### config.mk
export PLATFORM = sky130hd
export DESIGN_NAME = sec_clk_enable_reg
export DESIGN_NICKNAME = d
export VERILOG_FILES = /design/src/rtl/scr_pkg.sv /design/src/rtl/scr_attr_merge.sv /design/src/rtl/scr_access_filter.sv /design/src/rtl/scr_enable_bank.sv /design/src/rtl/sec_clk_enable_reg.sv
export SDC_FILE = /design/constraint.sdc
export NUM_CORES = 1
export LEC_CHECK = 0
export BUFFER_PORTS_ARGS = -buffer_cell sky130_fd_sc_hd__buf_4
export CAP_MARGIN = 20
export CORE_AREA = 2 2 55 95
export CTS_CLUSTER_SIZE = 24
export DETAILED_ROUTE_END_ITERATION = 10
export DIE_AREA = 0 0 57 97
export PLACE_DENSITY = 0.85
export SLEW_MARGIN = 10
export SYNTH_ARGS = -nofsm -noshare
export SYNTH_HDL_FRONTEND = slang
export SYNTH_HIERARCHICAL = 1
export SYNTH_SLANG_ARGS = --single-unit
### constraint.sdc
create_clock -name clk -period 3.3 [get_ports clk]
set_clock_uncertainty 0.05 [all_clocks]
set_input_delay 0.66 -clock clk [delete_from_list [all_inputs] [get_ports clk]]
set_output_delay 0.66 -clock clk [all_outputs]
set_load 0.02 [all_outputs]
### src/rtl/scr_pkg.sv
package scr_pkg;
  localparam int REG_W = 32;

  localparam int POS_IOA   = 0;
  localparam int POS_IOB   = 1;
  localparam int POS_IOC   = 2;
  localparam int POS_IOH   = 7;
  localparam int POS_AES   = 16;
  localparam int POS_HASH  = 17;
  localparam int POS_RNG   = 18;
  localparam int POS_AES2  = 19;
  localparam int POS_SEMA  = 20;
  localparam int POS_PKEY  = 21;
  localparam int POS_SRAM2 = 30;

  localparam logic [REG_W-1:0] IMPL_MASK =
      (REG_W'(1) << POS_IOA)  | (REG_W'(1) << POS_IOB)  | (REG_W'(1) << POS_IOC) |
      (REG_W'(1) << POS_IOH)  | (REG_W'(1) << POS_AES)  | (REG_W'(1) << POS_HASH) |
      (REG_W'(1) << POS_RNG)  | (REG_W'(1) << POS_AES2) | (REG_W'(1) << POS_SEMA) |
      (REG_W'(1) << POS_PKEY) | (REG_W'(1) << POS_SRAM2);

  typedef struct packed {
    logic secure;
    logic priv;
  } scr_attr_t;
endpackage

### src/rtl/scr_attr_merge.sv
module scr_attr_merge #(
  parameter int SEM_FEATS = 3
) (
  input  logic [scr_pkg::REG_W-1:0] bit_secure,
  input  logic [SEM_FEATS-1:0]      sema_feat_secure,
  output logic [scr_pkg::REG_W-1:0] eff_secure
);
  import scr_pkg::*;

  always_comb begin
    eff_secure           = bit_secure & IMPL_MASK;
    eff_secure[POS_SEMA] = |sema_feat_secure;
  end
endmodule

### src/rtl/scr_access_filter.sv
module scr_access_filter (
  input  scr_pkg::scr_attr_t        acc,
  input  logic [scr_pkg::REG_W-1:0] eff_secure,
  input  logic                      lock_priv_sec,
  input  logic                      lock_priv_nsec,
  output logic [scr_pkg::REG_W-1:0] allow
);
  import scr_pkg::*;

  localparam int W = REG_W;

  // One access decision per implemented bit; reserved bits are never allowed.
  for (genvar i = 0; i < W; i++) begin : g_bit
    if (IMPL_MASK[i]) begin : g_impl
      logic world_ok;
      logic priv_ok;
      always_comb begin
        world_ok = acc.secure | ~eff_secure[i];
        priv_ok  = eff_secure[i] ? (~lock_priv_sec | acc.priv)
                                 : (~lock_priv_nsec | acc.priv);
        allow[i] = world_ok & priv_ok;
      end
    end else begin : g_rsvd
      assign allow[i] = 1'b0;
    end
  end
endmodule

### src/rtl/scr_enable_bank.sv
module scr_enable_bank (
  input  logic                      clk,
  input  logic                      rst,
  input  logic                      wr_en,
  input  logic [scr_pkg::REG_W-1:0] wdata,
  input  logic [scr_pkg::REG_W-1:0] allow,
  output logic [scr_pkg::REG_W-1:0] q,
  output logic                      kern_q
);
  import scr_pkg::*;

  localparam int W = REG_W;

  for (genvar i = 0; i < W; i++) begin : g_ff
    if (IMPL_MASK[i]) begin : g_impl
      always_ff @(posedge clk) begin
        if (rst)                   q[i] <= 1'b0;
        else if (wr_en && allow[i]) q[i] <= wdata[i];
      end
    end else begin : g_rsvd
      assign q[i] = 1'b0;
    end
  end

  // Kernel clock enable kept in its own flop, loaded under the same condition.
  always_ff @(posedge clk) begin
    if (rst)                        kern_q <= 1'b0;
    else if (wr_en && allow[POS_RNG]) kern_q <= wdata[POS_RNG];
  end
endmodule

### src/rtl/sec_clk_enable_reg.sv
module sec_clk_enable_reg #(
  parameter int               ADDR_W    = 8,
  parameter logic [ADDR_W-1:0] REG_ADDR = 8'h4C,
  parameter int               SEM_FEATS = 3
) (
  input  logic                 clk,
  input  logic                 rst,
  input  logic                 req_valid,
  input  logic                 req_write,
  input  logic [ADDR_W-1:0]    req_addr,
  input  logic [31:0]          req_wdata,
  input  logic                 req_secure,
  input  logic                 req_priv,
  output logic [31:0]          rsp_rdata,
  input  logic [31:0]          bit_secure,
  input  logic [SEM_FEATS-1:0] sema_feat_secure,
  input  logic                 lock_priv_sec,
  input  logic                 lock_priv_nsec,
  output logic [31:0]          bus_ce,
  output logic                 rng_kernel_ce
);
  import scr_pkg::*;

  logic             hit;
  logic             wr_en;
  logic             rd_en;
  scr_attr_t        acc;
  logic [REG_W-1:0] eff_secure;
  logic [REG_W-1:0] allow;
  logic [REG_W-1:0] q;

  assign hit        = req_valid && (req_addr == REG_ADDR);
  assign wr_en      = hit && req_write;
  assign rd_en      = hit && !req_write;
  assign acc.secure = req_secure;
  assign acc.priv   = req_priv;

  scr_attr_merge #(.SEM_FEATS(SEM_FEATS)) u_merge (
    .bit_secure       (bit_secure),
    .sema_feat_secure (sema_feat_secure),
    .eff_secure       (eff_secure)
  );

  scr_access_filter u_filt (
    .acc            (acc),
    .eff_secure     (eff_secure),
    .lock_priv_sec  (lock_priv_sec),
    .lock_priv_nsec (lock_priv_nsec),
    .allow          (allow)
  );

  scr_enable_bank u_bank (
    .clk    (clk),
    .rst    (rst),
    .wr_en  (wr_en),
    .wdata  (req_wdata),
    .allow  (allow),
    .q      (q),
    .kern_q (rng_kernel_ce)
  );

  assign rsp_rdata = rd_en ? (q & allow) : '0;
  assign bus_ce    = q;
endmodule

Word-level counts from Yosys, hierarchy flattened --
Index checks and enable logic that the tools add are counted.
Operators by class: equality and inequality tests 1, muxes and demuxes 12, bitwise operators 38, reductions and logical operators 16
Operator list (number):
- bitwise AND 31 bit | 1
- two-way mux 31 bit | 1
- logical AND 1 bit | 14
- NOT 1 bit | 13
- bitwise OR 1 bit | 13
- bitwise AND 1 bit | 11
- two-way mux 1 bit | 11
- == test 8 x 7 -> 1 bit (second input constant) | 1
- OR reduction 3 bit | 1
- logical NOT 1 bit | 1
Word-level totals: register bits after elaboration 11, input bits 83, word-level logic and storage cells 78

Depth between registers and ports, before layout --
Gate-level depths: netlist of run 1.
word-level depth 6, mapped depth 7, depth with buffers taken out 6

Hierarchy --
Netlist of run 1, hierarchy kept.
Modules (own cells, without submodules):
- sec_clk_enable_reg | times used 1, cells an instance 83, area an instance 789.5 um^2, sequential area each 0.0 um^2
- scr_enable_bank | times used 1, cells an instance 70, area an instance 671.9 um^2, sequential area each 220.2 um^2
- scr_access_filter | times used 1, cells an instance 60, area an instance 402.9 um^2, sequential area each 0.0 um^2
- scr_attr_merge | times used 1, cells an instance 33, area an instance 242.7 um^2, sequential area each 0.0 um^2

Worst setup path after synthesis of run 1 --
Ideal clock, no wire load.
kind in2out, from in sema_feat_secure[1], to out rsp_rdata[20], data arrival time 1.928 ns, setup slack 0.662 ns, stages on the path 6, path buffers 0, cell sequence or3_1 -> mux2i_1 -> nor2_1 -> a21oi_1 -> nand3b_1 -> nor4_2
Between the ends: word-level cells in the longest chain between the ends 6, elaborated cells between the ends (all ways) 7, classes of those cells mux: 2; bitwise: 4; reduce/logical: 1
Ends and longest elaborated chain:
- start: declaration | line sec_clk_enable_reg.sv:16 | input logic [SEM_FEATS-1:0] sema_feat_secure,
- OR reduction 3 bit (*) | line scr_attr_merge.sv:12 | eff_secure[POS_SEMA] = |sema_feat_secure;
- NOT 1 bit | line scr_access_filter.sv:18 | world_ok = acc.secure | ~eff_secure[i];
- bitwise OR 1 bit | line scr_access_filter.sv:18
- bitwise AND 1 bit (*) | line scr_access_filter.sv:21 | allow[i] = world_ok & priv_ok;
- via allow[20] | line sec_clk_enable_reg.sv:29 | logic [REG_W-1:0] allow;
- bitwise AND 31 bit (*) | line sec_clk_enable_reg.sv:62 | assign rsp_rdata = rd_en ? (q & allow) : '0;
- two-way mux 31 bit (*) | line sec_clk_enable_reg.sv:62
- end: declaration | line sec_clk_enable_reg.sv:14 | output logic [31:0] rsp_rdata,
Mark *: on every way through the listed nets, which the timed path passes. The rest lies on a longest branch.

Final worst setup path of run 1 --
from in sema_feat_secure[1], to out rsp_rdata[20]
Between the ends: word-level cells in the longest chain between the ends 6, elaborated cells between the ends (all ways) 7, classes of those cells mux: 2; bitwise: 4; reduce/logical: 1
Ends and longest elaborated chain:
- OR reduction 3 bit (*) | line scr_attr_merge.sv:12
- via eff_secure[20] | line sec_clk_enable_reg.sv:28 | logic [REG_W-1:0] eff_secure;
- NOT 1 bit | line scr_access_filter.sv:18
- bitwise OR 1 bit | line scr_access_filter.sv:18
- bitwise AND 1 bit (*) | line scr_access_filter.sv:21
- via allow[20] | line sec_clk_enable_reg.sv:29
- bitwise AND 31 bit (*) | line sec_clk_enable_reg.sv:62
- two-way mux 31 bit (*) | line sec_clk_enable_reg.sv:62
Marks and branches as above.

==> results of run 1 <==
per-stage QoR:
step | power [W] | utilization, %
5_1_grt | 0.000446 | 46.4
6_report | 0.000420 | 46.4
4_1_cts | 0.000425 | 46.4
3_3_place_gp | 0.000283 | 45.5
3_5_place_dp | 0.000288 | 45.5
2_1_floorplan | 0.000288 | -
tightest hold or removal path, cell delays in order (launching register included):
cell and delay [ns]:
dfxtp_1 0.32, a21bo_2 0.18, a21oi_1 0.05
final timing paths:
path                                     startpoint             to  slack, ns  cells past startpoint
worst min-delay path                    u_bank/q[0]    u_bank/q[0]       0.55                      2
worst min register to register          u_bank/q[0]    u_bank/q[0]       0.55                      2
worst max register to register         u_bank/q[18]   u_bank/q[18]       2.45                      2
worst max-delay path            sema_feat_secure[1]  rsp_rdata[20]       0.53                      8
where the power goes:
group	internal (W)	switching [W]	total (W)
clock network	0.0000846	0.0000480	0.000133
logic	0.0000557	0.0000982	0.000154
registers	0.000133	0.0000000425	0.000133
metal layers:
| metal | routed length, um | global-route usage [%] | up-vias |
|---|---|---|---|
| met2 | 2550 | 31.1 | 74 |
| li1 | - | - | 785 |
| met1 | 1740 | 17.8 | 746 |
| met4 | 67 | 4.11 | 0 |
| met3 | 279 | 3.07 | 6 |
| met5 | 0 | 0 | - |
area by class of cell:
type	count	area [um2]	area share, %
clock buffers	4	45.0	2.06
inverters	3	11.3	0.515
multi-input cells	177	1320	60.3
flip-flops and latches	11	220	10.1
well taps	52	65.1	2.98
repair buffers	65	526	24.1
==> flow_summary_export.csv, run 1 <==
group,metric,value,unit
pwr,p_leak,0.835,nW
run,maxCapViolations,0,
die,die_y,97,um
critical_path,cpLargestDelayFamily,"simple AND/OR/NAND/NOR gates",
grt,grt_pass1_wl,7500,um
cts,clk_path_buf_depth,2,
grt,grt_pass1_vias,1643,
critical_path,crit_fanout,3,
die,ios,148,
critical_path,critPathBufInv,2,
detailed_routing,route.detailed.drc,0,
critical_path,crit_top_cell,"buf_4",
cts,cts_sinks,11,
sta,whs,0.547,ns
die,initial_core_util,41.3,%
logic_synthesis,avgSynthCellArea,8.69,um2
sta,fin_ws,0.533,ns
detailed_routing,wl_per_cell,14.9,um
sta,final_max_slew_viol_count,0,
sta,finalSetupViolations,0,
cells_and_area,postLayoutCellArea,0.00218,mm2
cells_and_area,fin_nets,344,
sta,final.period_utilization,83.9,%
cells_and_area,largest_reg_flops,11,
sta,post-route-min-period,2.77,ns
detailed_routing,drtIter0Drc,45,
detailed_routing,drt_wl_total,4640,um
sta,clock.fmax,361,MHz
cells_and_area,fin_cells,312,
cells_and_area,antenna_cells,0,
placement,hpwl,3500,um
cts,hold_buffers,0,
cts,cts_resized,0,
detailed_routing,vias,1611,
cells_and_area,area_growth,12.3,%
logic_synthesis,netlist_area,0.00195,mm2
die,die_w,57,um
grt,grt_max_degree,34,
cts,cts_made_buffers,3,
grt,grt-ovfl-total,0,
critical_path,required,2.59,ns
detailed_routing,ant_nets,0,
critical_path,cp.arrival,2.06,ns
detailed_routing,first_pass_iters,4,
critical_path,critPathCaptureType,"output port",
cells_and_area,mostFrequentLayoutCells,"buf_4 (62), conb_1 (42), nand3b_1 (33)",
logic_synthesis,synthCells,224,
critical_path,critPathMaxStageDelay,0.40,ns
placement,place_area,0.00214,mm2
cells_and_area,top_register,"u_bank/q",
cells_and_area,top_regs,"u_bank/q x11",
worst_hold_path,hp-class,"flip-flop to flip-flop",
critical_path,path_cells,"buf_4 -> or3_1 -> mux2i_1 -> nor2_1 -> a21oi_1 -> nand3b_1 -> nor4_2 -> buf_4",
critical_path,cp-start-kind,"input pin",
pwr,peakVddDrop,107,uV
critical_path,crit_slowest_cell,"or3_1",
detailed_routing,viasPerCell,5.16,
placement,dpl.cell_count,308,
pwr,p_per_area,192,mW/mm2
die,rows,33,
cells_and_area,mostFrequentLayoutCell,"buf_4",
cts,post_cts_buffers,0,
cts,root_buffer,"clkbuf_8",
cells_and_area,drive_gt1_share,43.1,%
cts,htree_levels,1,
cells_and_area,nFillCells,468,
sta,worstMarginPinSlew,1.04,ns
cts,clk_latency,0.23,ns
die,core_region_area,0.00471,mm2
cts,clk_pin_slew,0.05,ns
placement,io_buffers,62,
grt,antenna_found_initial,0,
status,status,"completed",
grt,track_usage,16.4,%
placement,place_ws,0.523,ns
placement,place_congestion,0.711,
sta,slew_headroom,30.9,%
cts,tritoncts,"built",
sta,rsz0062_at_grt,"no",
logic_synthesis,yosysWarnings,6,
critical_path,setup.worst_path.class,"input pin to output port",
sta,hold_viol_final,0,
sta,tns,0,ns
die,die_area,0.00553,mm2
No activity file was read; power rests on OpenSTA's default activity.
==> run 2: changes to the inputs <==
--- a/config.mk
+++ b/config.mk
@@ -5,13 +5,14 @@
 export SDC_FILE = /design/constraint.sdc
 export NUM_CORES = 1
 export LEC_CHECK = 0
+export ABC_AREA = 1
 export BUFFER_PORTS_ARGS = -buffer_cell sky130_fd_sc_hd__buf_4
 export CAP_MARGIN = 20
-export CORE_AREA = 2 2 55 95
+export CORE_AREA = 2 2 54 94
 export CTS_CLUSTER_SIZE = 24
 export DETAILED_ROUTE_END_ITERATION = 10
-export DIE_AREA = 0 0 57 97
-export PLACE_DENSITY = 0.85
+export DIE_AREA = 0 0 56 96
+export PLACE_DENSITY = 0.8
 export SLEW_MARGIN = 10
 export SYNTH_ARGS = -nofsm -noshare
 export SYNTH_HDL_FRONTEND = slang
==> constraint.sdc (replaced) <==
create_clock -name clk -period 2.7 [get_ports clk]
set_clock_uncertainty 0.05 [all_clocks]
set_input_delay 0.54 -clock clk [delete_from_list [all_inputs] [get_ports clk]]
set_output_delay 0.54 -clock clk [all_outputs]
set_load 0.02 [all_outputs]
==> run 2 against run 1 <==
Synthesized cell count is 30% higher. First-iteration DRC count is 42% lower. Final cell count is 26% higher. Sequential share of layout area is 1.6 points higher. Sequential power is 23% higher. Critical path type unchanged. Highest routed layer unchanged.
==> flow_summary_export.csv, run 2 <==
group,metric,value,unit
pwr,p_per_area,250,mW/mm2
die,die_y,96,um
die,core_region_area,0.00462,mm2
detailed_routing,ant_nets,0,
logic_synthesis,netlist_area,0.00163,mm2
critical_path,critPathMaxStageDelay,0.24,ns
detailed_routing,drtIter0Drc,26,
cells_and_area,regArea,220,um2
cts,htree_levels,1,
placement,io_buffers,62,
critical_path,cp-start-kind,"input pin",
critical_path,critPathBufInv,4,
cts,cts_made_buffers,3,
status,status,"completed",
cts,post_cts_buffers,0,
sta,clock.fmax,485,MHz
sta,final.period_utilization,76.3,%
cells_and_area,mostFrequentLayoutCells,"nand2_1 (114), buf_4 (65), conb_1 (42)",
critical_path,setup.worst_path.class,"input pin to output port",
grt,grt_pass1_vias,1357,
cells_and_area,utilization,40.9,%
die,die_area,0.00538,mm2
die,initial_core_util,35.2,%
placement,place_ws,0.629,ns
sta,rsz0062_at_grt,"no",
cells_and_area,multiInputGateArea,913,um2
cts,tritoncts,"built",
cts,cts_resized,0,
worst_hold_path,hp-class,"input pin to flip-flop",
cts,clk_latency,0.24,ns
detailed_routing,first_pass_iters,4,
critical_path,crit_fanout,16,
logic_synthesis,synthCells,292,
detailed_routing,drt_wl_total,3590,um
critical_path,crit_slowest_cell,"buf_4",
detailed_routing,wl_per_cell,9.17,um
cells_and_area,antenna_cells,0,
cells_and_area,area_growth,16.0,%
cts,hold_buffers,0,
cells_and_area,mostFrequentLayoutCell,"nand2_1",
cells_and_area,top_regs,"u_bank/q x11",
sta,finalSetupViolations,0,
critical_path,cp.arrival,1.47,ns
cells_and_area,nFillCells,525,
die,ios,148,
cells_and_area,largest_reg_flops,11,
critical_path,required,2.11,ns
cells_and_area,top_register,"u_bank/q",
sta,post-route-min-period,2.06,ns
logic_synthesis,yosysWarnings,6,
grt,antenna_found_initial,0,
run,maxCapViolations,0,
grt,grt_max_degree,17,
grt,track_usage,13.3,%
sta,whs,0.468,ns
critical_path,crit_top_cell,"buf_4",
detailed_routing,viasPerCell,3.88,
die,rows,33,
die,die_w,56,um
critical_path,critPathCaptureType,"output port",
grt,grt_pass1_wl,5740,um
detailed_routing,route.detailed.drc,0,
pwr,p_leak,1.06,nW
sta,final_max_slew_viol_count,0,
detailed_routing,vias,1522,
cts,cts_sinks,11,
placement,hpwl,2950,um
cells_and_area,fin_nets,424,
cts,clk_path_buf_depth,2,
placement,place_congestion,0.705,
sta,tns,0,ns
sta,fin_ws,0.640,ns
cts,clk_pin_slew,0.06,ns
cells_and_area,drive_gt1_share,30.6,%
sta,hold_viol_final,0,
pwr,peakVddDrop,206,uV
cts,root_buffer,"clkbuf_8",
critical_path,path_cells,"buf_4 -> inv_1 -> nand2_1 -> nor2_2 -> nand4_2 -> buf_4 -> nor2_1 -> buf_4",
critical_path,cpLargestDelayFamily,"buffers and inverters",
logic_synthesis,avgSynthCellArea,5.58,um2
grt,grt-ovfl-total,0,
-- run 2: cell count changes in the layout (fill, tap and decap cells not counted), moves of 10 or more --
cell	change
a21oi_1	-12
nor4_2	-27
nand3b_1	-33
nor2_1	+15
inv_1	+29
mux2i_1	-10
nand2_1	+114
nor2_2	+32
-- run 2: final timing paths --
check             slack [ns]  depth (start not counted)     startpoint             to
setup / recovery        0.64                          8    req_addr[1]  rsp_rdata[30]
hold / removal          0.47                          3  req_wdata[17]   u_bank/q[17]
setup reg to reg        1.97                          4   u_bank/q[17]   u_bank/q[17]
hold reg to reg         0.48                          4    u_bank/q[1]    u_bank/q[1]
-- run 2: where the power goes --
part,internal [W],switching [W]
combinational,0.0000535,0.0000832
sequential,0.000162,0.0000000899
clock,0.000104,0.0000696
-- run 2: cell type report --
cell class,count,area share (%)
flip-flops and latches,11,11.7
well taps,52,3.44
inverters,42,8.34
clock buffers,4,2.38
multi-input cells,218,48.3
repair buffers,65,25.8
-- run 2: layer usage --
metal  track usage (%)  vias to the layer above  wire [um]
met1              13.9                      611       1360
met4              4.76                        0         59
met3              1.75                        4        272
met2              26.4                       72       1900
li1                  -                      835          -
met5                 0                        -          0
-- run 2: worst min-delay path, delay by kind of cell --
family	cells	cell delay, ns
simple gates	2	0.11
buf+inv	1	0.08
-- run 2: through the flow --
step / total power (W) / cell area (um2) / std cells
floorplan: 0.000310 / 1780 / 332
global placement: 0.000299 / 1840 / 388
detailed placement: 0.000301 / 1840 / 388
CTS: 0.000482 / 1890 / 392
global route: 0.000509 / 1890 / 392
finish: 0.000473 / 1890 / 392
